[config.mk]
export PLATFORM = sky130hd
export DESIGN_NAME = spr_line_shifter
export DESIGN_NICKNAME = d
export VERILOG_FILES = /design/src/rtl/spr_shift_pkg.sv /design/src/rtl/spr_step_counter.sv /design/src/rtl/spr_slot.sv /design/src/rtl/spr_merge.sv /design/src/rtl/spr_line_shifter.sv
export SDC_FILE = /design/constraint.sdc
export NUM_CORES = 1
export LEC_CHECK = 0
export ABC_AREA = 1
export BUFFER_PORTS_ARGS = -buffer_cell sky130_fd_sc_hd__buf_2
export CAP_MARGIN = 30
export CORE_UTILIZATION = 55
export DETAILED_ROUTE_END_ITERATION = 10
export GPL_TIMING_DRIVEN = 0
export PLACE_DENSITY = 0.83
export RECOVER_POWER = 100
export SYNTH_ARGS = -nofsm -noshare
export SYNTH_HDL_FRONTEND = slang
export SYNTH_SLANG_ARGS = --single-unit
[constraint.sdc]
create_clock -name clk -period 3.4 [get_ports clk]
set_input_delay 1.02 -clock clk [delete_from_list [all_inputs] [get_ports clk]]
set_output_delay 1.02 -clock clk [all_outputs]
set_load 0.05 [all_outputs]
[src/rtl/spr_shift_pkg.sv]
package spr_shift_pkg;
  localparam int NUM_SLOTS = 4;
  localparam int PAT_W     = 16;
  localparam int XPOS_W    = 8;
  localparam int COL_W     = 4;
  localparam int TAG_W     = 8;
  localparam int EARLY_OFS = 32;
  localparam int LINE_PIX  = 256;

  localparam int SLOT_W    = $clog2(NUM_SLOTS);
  localparam int NARROW_W  = PAT_W / 2;
  localparam int STEP_END  = LINE_PIX + EARLY_OFS;
  localparam int CNT_W     = $clog2(STEP_END + 1);
  localparam int REM_W     = $clog2(PAT_W + 1);
  localparam int EARLY_BIT = TAG_W - 1;

  typedef struct packed {
    logic [PAT_W-1:0] pattern;
    logic [REM_W-1:0] length;
    logic [CNT_W-1:0] start;
    logic [COL_W-1:0] color;
  } slot_load_t;
endpackage

[src/rtl/spr_step_counter.sv]
module spr_step_counter
  import spr_shift_pkg::*;
(
  input  logic             clk,
  input  logic             rst_n,
  input  logic             hblank,
  input  logic             pix_en,
  output logic [CNT_W-1:0] cnt_o,
  output logic             step_o,
  output logic             vis_o,
  output logic             blank_rise_o
);
  localparam logic [CNT_W-1:0] END_CNT = CNT_W'(STEP_END);
  localparam logic [CNT_W-1:0] VIS_LO  = CNT_W'(EARLY_OFS);

  logic [CNT_W-1:0] cnt_q;
  logic             blank_q;

  assign step_o       = pix_en && !hblank;
  assign vis_o        = (cnt_q >= VIS_LO) && (cnt_q < END_CNT);
  assign blank_rise_o = hblank && !blank_q;
  assign cnt_o        = cnt_q;

  always_ff @(posedge clk) begin
    if (!rst_n) begin
      cnt_q   <= '0;
      blank_q <= 1'b1;
    end else begin
      blank_q <= hblank;
      if (hblank) begin
        cnt_q <= '0;
      end else if (step_o && (cnt_q != END_CNT)) begin
        cnt_q <= cnt_q + 1'b1;
      end
    end
  end
endmodule

[src/rtl/spr_slot.sv]
module spr_slot
  import spr_shift_pkg::*;
(
  input  logic             clk,
  input  logic             rst_n,
  input  logic             clr_i,
  input  logic             ld_i,
  input  slot_load_t       ld_data_i,
  input  logic             step_i,
  input  logic [CNT_W-1:0] cnt_i,
  output logic             bit_o,
  output logic [COL_W-1:0] color_o
);
  logic [PAT_W-1:0] sr_q;
  logic [REM_W-1:0] rem_q;
  logic [CNT_W-1:0] start_q;
  logic [COL_W-1:0] color_q;
  logic             armed_q;
  logic             run_q;
  logic             hit;
  logic             busy;
  logic             active;

  assign hit     = armed_q && (cnt_i == start_q);
  assign busy    = run_q && (rem_q != '0);
  assign active  = hit || busy;
  assign bit_o   = active && sr_q[PAT_W-1];
  assign color_o = color_q;

  always_ff @(posedge clk) begin
    if (!rst_n) begin
      sr_q    <= '0;
      rem_q   <= '0;
      start_q <= '0;
      color_q <= '0;
      armed_q <= 1'b0;
      run_q   <= 1'b0;
    end else if (ld_i) begin
      sr_q    <= ld_data_i.pattern;
      rem_q   <= ld_data_i.length;
      start_q <= ld_data_i.start;
      color_q <= ld_data_i.color;
      armed_q <= 1'b1;
      run_q   <= 1'b0;
    end else if (clr_i) begin
      armed_q <= 1'b0;
      run_q   <= 1'b0;
      rem_q   <= '0;
    end else if (step_i && active) begin
      sr_q  <= {sr_q[PAT_W-2:0], 1'b0};
      rem_q <= rem_q - 1'b1;
      if (hit) begin
        armed_q <= 1'b0;
        run_q   <= 1'b1;
      end
    end
  end
endmodule

[src/rtl/spr_merge.sv]
module spr_merge
  import spr_shift_pkg::*;
(
  input  logic [NUM_SLOTS-1:0]            bits_i,
  input  logic [NUM_SLOTS-1:0][COL_W-1:0] colors_i,
  output logic                            any_o,
  output logic [COL_W-1:0]                color_o,
  output logic                            multi_o
);
  logic [NUM_SLOTS-1:0] opaque;
  logic [SLOT_W:0]      ones;

  genvar g;
  generate
    for (g = 0; g < NUM_SLOTS; g++) begin : g_opq
      assign opaque[g] = bits_i[g] && (colors_i[g] != '0);
    end
  endgenerate

  always_comb begin
    color_o = '0;
    for (int i = NUM_SLOTS - 1; i >= 0; i--) begin
      if (opaque[i]) color_o = colors_i[i];
    end
  end

  always_comb begin
    ones = '0;
    for (int i = 0; i < NUM_SLOTS; i++) begin
      ones = ones + {{SLOT_W{1'b0}}, bits_i[i]};
    end
  end

  assign any_o   = |opaque;
  assign multi_o = ones >= (SLOT_W+1)'(2);
endmodule

[src/rtl/spr_line_shifter.sv]
module spr_line_shifter
  import spr_shift_pkg::*;
(
  input  logic              clk,
  input  logic              rst_n,
  input  logic              hblank,
  input  logic              pix_en,
  input  logic              ld_valid,
  output logic              ld_ready,
  input  logic [SLOT_W-1:0] ld_slot,
  input  logic [PAT_W-1:0]  ld_pattern,
  input  logic              ld_wide,
  input  logic [XPOS_W-1:0] ld_xpos,
  input  logic [TAG_W-1:0]  ld_tag,
  input  logic              stat_rd,
  output logic              spr_valid,
  output logic [COL_W-1:0]  spr_color,
  output logic              coll_flag
);
  logic [CNT_W-1:0]            cnt;
  logic                        step;
  logic                        vis;
  logic                        blank_rise;
  logic                        ld_fire;
  slot_load_t                  ld_data;
  logic [NUM_SLOTS-1:0]        bits;
  logic [NUM_SLOTS-1:0][COL_W-1:0] colors;
  logic                        any_px;
  logic [COL_W-1:0]            win_color;
  logic                        multi;
  logic [CNT_W-1:0]            x_ext;

  assign ld_ready = hblank;
  assign ld_fire  = ld_valid && ld_ready;
  assign x_ext    = {{(CNT_W-XPOS_W){1'b0}}, ld_xpos};

  always_comb begin
    ld_data.pattern = ld_wide ? ld_pattern
                              : {ld_pattern[NARROW_W-1:0], {NARROW_W{1'b0}}};
    ld_data.length  = ld_wide ? REM_W'(PAT_W) : REM_W'(NARROW_W);
    ld_data.start   = ld_tag[EARLY_BIT] ? x_ext : x_ext + CNT_W'(EARLY_OFS);
    ld_data.color   = ld_tag[COL_W-1:0];
  end

  spr_step_counter u_cnt (
    .clk          (clk),
    .rst_n        (rst_n),
    .hblank       (hblank),
    .pix_en       (pix_en),
    .cnt_o        (cnt),
    .step_o       (step),
    .vis_o        (vis),
    .blank_rise_o (blank_rise)
  );

  genvar s;
  generate
    for (s = 0; s < NUM_SLOTS; s++) begin : g_slot
      spr_slot u_slot (
        .clk       (clk),
        .rst_n     (rst_n),
        .clr_i     (blank_rise),
        .ld_i      (ld_fire && (ld_slot == SLOT_W'(s))),
        .ld_data_i (ld_data),
        .step_i    (step),
        .cnt_i     (cnt),
        .bit_o     (bits[s]),
        .color_o   (colors[s])
      );
    end
  endgenerate

  spr_merge u_merge (
    .bits_i   (bits),
    .colors_i (colors),
    .any_o    (any_px),
    .color_o  (win_color),
    .multi_o  (multi)
  );

  always_ff @(posedge clk) begin
    if (!rst_n) begin
      spr_valid <= 1'b0;
      spr_color <= '0;
    end else if (hblank) begin
      spr_valid <= 1'b0;
      spr_color <= '0;
    end else if (step) begin
      spr_valid <= vis && any_px;
      spr_color <= (vis && any_px) ? win_color : '0;
    end
  end

  always_ff @(posedge clk) begin
    if (!rst_n) begin
      coll_flag <= 1'b0;
    end else if (step && vis && multi) begin
      coll_flag <= 1'b1;
    end else if (stat_rd) begin
      coll_flag <= 1'b0;
    end
  end
endmodule

==> results.json <==
{
  "status": "completed",
  "gp_congestion": 0.930,
  "dieArea_mm2": 0.0146,
  "crit_path_cell_trace": "clkbuf_1, inv_1, nand2_1, clkbuf_1, nor2_1, nor2_1, clkinv_4, buf_8, o21ai_1, a31oi_1",
  "drt_iter0_markers": 836,
  "hold_buffers": 0,
  "nets": 1229,
  "drc_errors": 0,
  "ctsResizeCount": 0,
  "ff2ff_path_depth": 12,
  "wl_um": 22400,
  "cp_slowest_cell": "nor2_1",
  "final-hold-violation-count": 0,
  "pin_count": 48,
  "start_util_pct": 56.3,
  "critPathLaunchType": "input pin",
  "path_class": "in -> reg",
  "diodes": 0,
  "rows": 43,
  "critical_path_arrival_ns": 3.28,
  "setup_viol": 0,
  "drive_above_1_share_pct": 8.61,
  "p_leak_uw": 0.00352,
  "critPathLaunch": "hblank",
  "tns_ns": 0,
  "max_cap_violations": 0,
  "first_pass_iters": 8,
  "cts_max_path_buffers": 2,
  "io_buffers": 43,
  "viasPerCell": 5.71,
  "synth_most_common_cell": "nand2_1",
  "syn_to_final_growth_pct": 11.8,
  "syn_area_mm2": 0.00779,
  "met2_usage_pct": 51.5,
  "stdcell_count": 1365,
  "r2r-start": "u_cnt.cnt_o[3]",
  "met3_usage_pct": 6.95,
  "dr_total_vias": 7798,
  "ys_types": 51,
  "power_density_mw_per_mm2": 481,
  "maxSlewViolCount": 0,
  "required_ns": 3.72,
  "ir_worst_vdd_mv": 0.339,
  "insertion_delay_ns": 0.43,
  "yosys-top-cells-area": "dfxtp_1 (41%), nand2_1 (14%), o21ai_0 (6.3%)",
  "hold_depth": 1,
  "syn_nets": 1167,
  "placed_cells": 1336,
  "min_path_type": "reg -> reg",
  "die_h_um": 121,
  "path_clk_slew_ns": 0.06,
  "async_flop_share_pct": 0,
  "grt.busiest_layer": "met2",
  "antenna_found_initial": 0,
  "fin_skew_ns": 0.00549,
  "dp_hpwl_um": 15900,
  "grt_pass1_vias": 7111,
  "grt_overflow": 0,
  "grt_use_met1_pct": 38.9,
  "max_stage_delay_ns": 0.59,
  "synth_flop_cell": "dfxtp_1",
  "cts_tree": "built",
  "yosys_warnings": 0,
  "core_mm2": 0.0138,
  "die_x_um": 121,
  "worst_slew_pin_slew_ns": 0.712,
  "post-route-period-util_pct": 87.1,
  "root_buffer": "clkbuf_16",
  "ys_ff_latch": 160,
  "postSynthAreaPerCell_um2": 7.00,
  "yosys-top-cells-count": "nand2_1 (295), dfxtp_1 (160), nor2_1 (111), o21ai_0 (98), inv_1 (96)",
  "rsz0062_at_grt": "false",
  "htree_levels": 4,
  "cts_sinks": 160,
  "cp-end-kind": "register",
  "grt_max_degree": 17,
  "max_freq_mhz": 338,
  "yosysTopAreaCell": "dfxtp_1",
  "cts_inserted_buffers": 17,
  "fin_hold_ws_ns": 0.454,
  "grt_pass1_wl_um": 35500,
  "post-place-ws_ns": 0.370,
  "track_usage_pct": 31.6,
  "synth_top_area_share_pct": 41.1,
  "postCtsSetupBuffers": 0,
  "slew_headroom_pct": 52.4,
  "cp_max_fo": 10,
  "antenna_left": 0,
  "setup_slack_ns": 0.439,
  "seq_area_frac_synth_pct": 41.1,
  "post_drt_wl_per_cell_um": 16.4,
  "hp-start": "g_slot[3].u_slot.rem_q[0]",
  "netlist_instances": 1113,
  "synth-edff-count": 0,
  "fin_crit_ns": 2.96
}
==> power breakdown <==
part	switching, µW	internal, µW
clock network	751	1090
registers	37.0	1930
logic	264	117
total	1050	3140
==> per-stage QoR <==
| stage | total power (µW) | util, % | cell area [µm²] |
|---|---|---|---|
| after floorplan | 2250 | - | 7790 |
| after global placement | 2380 | 59.5 | 8230 |
| after detailed placement | 2390 | 59.5 | 8230 |
| after CTS | 4180 | 63.5 | 8790 |
| after global routing | 4300 | 63.0 | 8710 |
| final | 4190 | 63.0 | 8710 |
==> layout by cell type (no fill, tap or decap), types with 2 or more instances in the layout <==
cell	n
a311oi_1	13
clkbuf_16	17
and2_1	3
buf_2	37
or2_2	2
o221ai_1	6
o211ai_1	2
xnor2_1	5
a31oi_1	33
a211oi_1	11
clkbuf_1	52
clkinv_1	3
nand3_1	42
o21ai_2	2
nand2_2	3
nor3_1	14
clkinv_2	4
inv_1	99
clkbuf_8	5
buf_4	5
inv_2	10
ha_1	13
nor2_1	113
nor2_2	2
o21ai_1	3
a21oi_1	85
nand3_2	3
nand4_1	9
nand2_1	299
dfxtp_1	160
o21ai_0	99
xor2_1	11
==> routing by layer <==
metal | part of all wire [%] | up-vias
met5 | 0 | -
met4 | 4.4 | 0
met3 | 9.2 | 76
met2 | 46 | 379
met1 | 41 | 3566
li1 | - | 3777
==> cell type report <==
| cell class | count | area [µm²] |
|---|---|---|
| Sequential cell | 160 | 3200 |
| Clock inverter | 6 | 57.6 |
| Inverter | 113 | 429 |
| Buffer | 54 | 245 |
| Multi-Input combinational cell | 786 | 3840 |
| Tap cell | 180 | 225 |
| Fill cell | 1217 | 5120 |
| Clock buffer | 23 | 498 |
| Timing Repair Buffer | 43 | 204 |
==> sequential cells by signal (all words and copies together), names as in the netlist, 4 cells and up <==
signal                 flops
g_slot.u_slot.rem_q       20
g_slot.u_slot.start_q     36
g_slot.u_slot.sr_q        64
g_slot.u_slot.color_o     16
g_slot.u_slot.armed_q      4
spr_color                  4
g_slot.u_slot.run_q        4
u_cnt.cnt_o                9
==> path summary, 6_finish.rpt <==
check                               to  slack (ns)
max reg2reg                  coll_flag        0.62
max          g_slot[2].u_slot.sr_q[15]        0.44
min reg2reg  g_slot[3].u_slot.rem_q[0]        0.45
min          g_slot[3].u_slot.rem_q[0]        0.45
==> kinds of logic (layout without fill, tap and decap cells) <==
family / after synthesis / in the layout / share of synthesized area [%]
compound gates: 263 / 263 / 19.8
flops: 160 / 160 / 41.1
xor+xnor: 16 / 16 / 1.80
buf+inv: 167 / 239 / 8.77
fa+ha+maj: 13 / 13 / 2.09
simple gates: 494 / 494 / 26.4
==> worst max-delay path: cells and delay by family <==
| family | cells | cell delay, ns |
|---|---|---|
| AOI/OAI and AO/OA | 2 | 0.19 |
| and+or+nand+nor | 3 | 0.92 |
| buffers and inverters | 5 | 1.14 |
No activity file was read; power rests on OpenSTA's default activity.
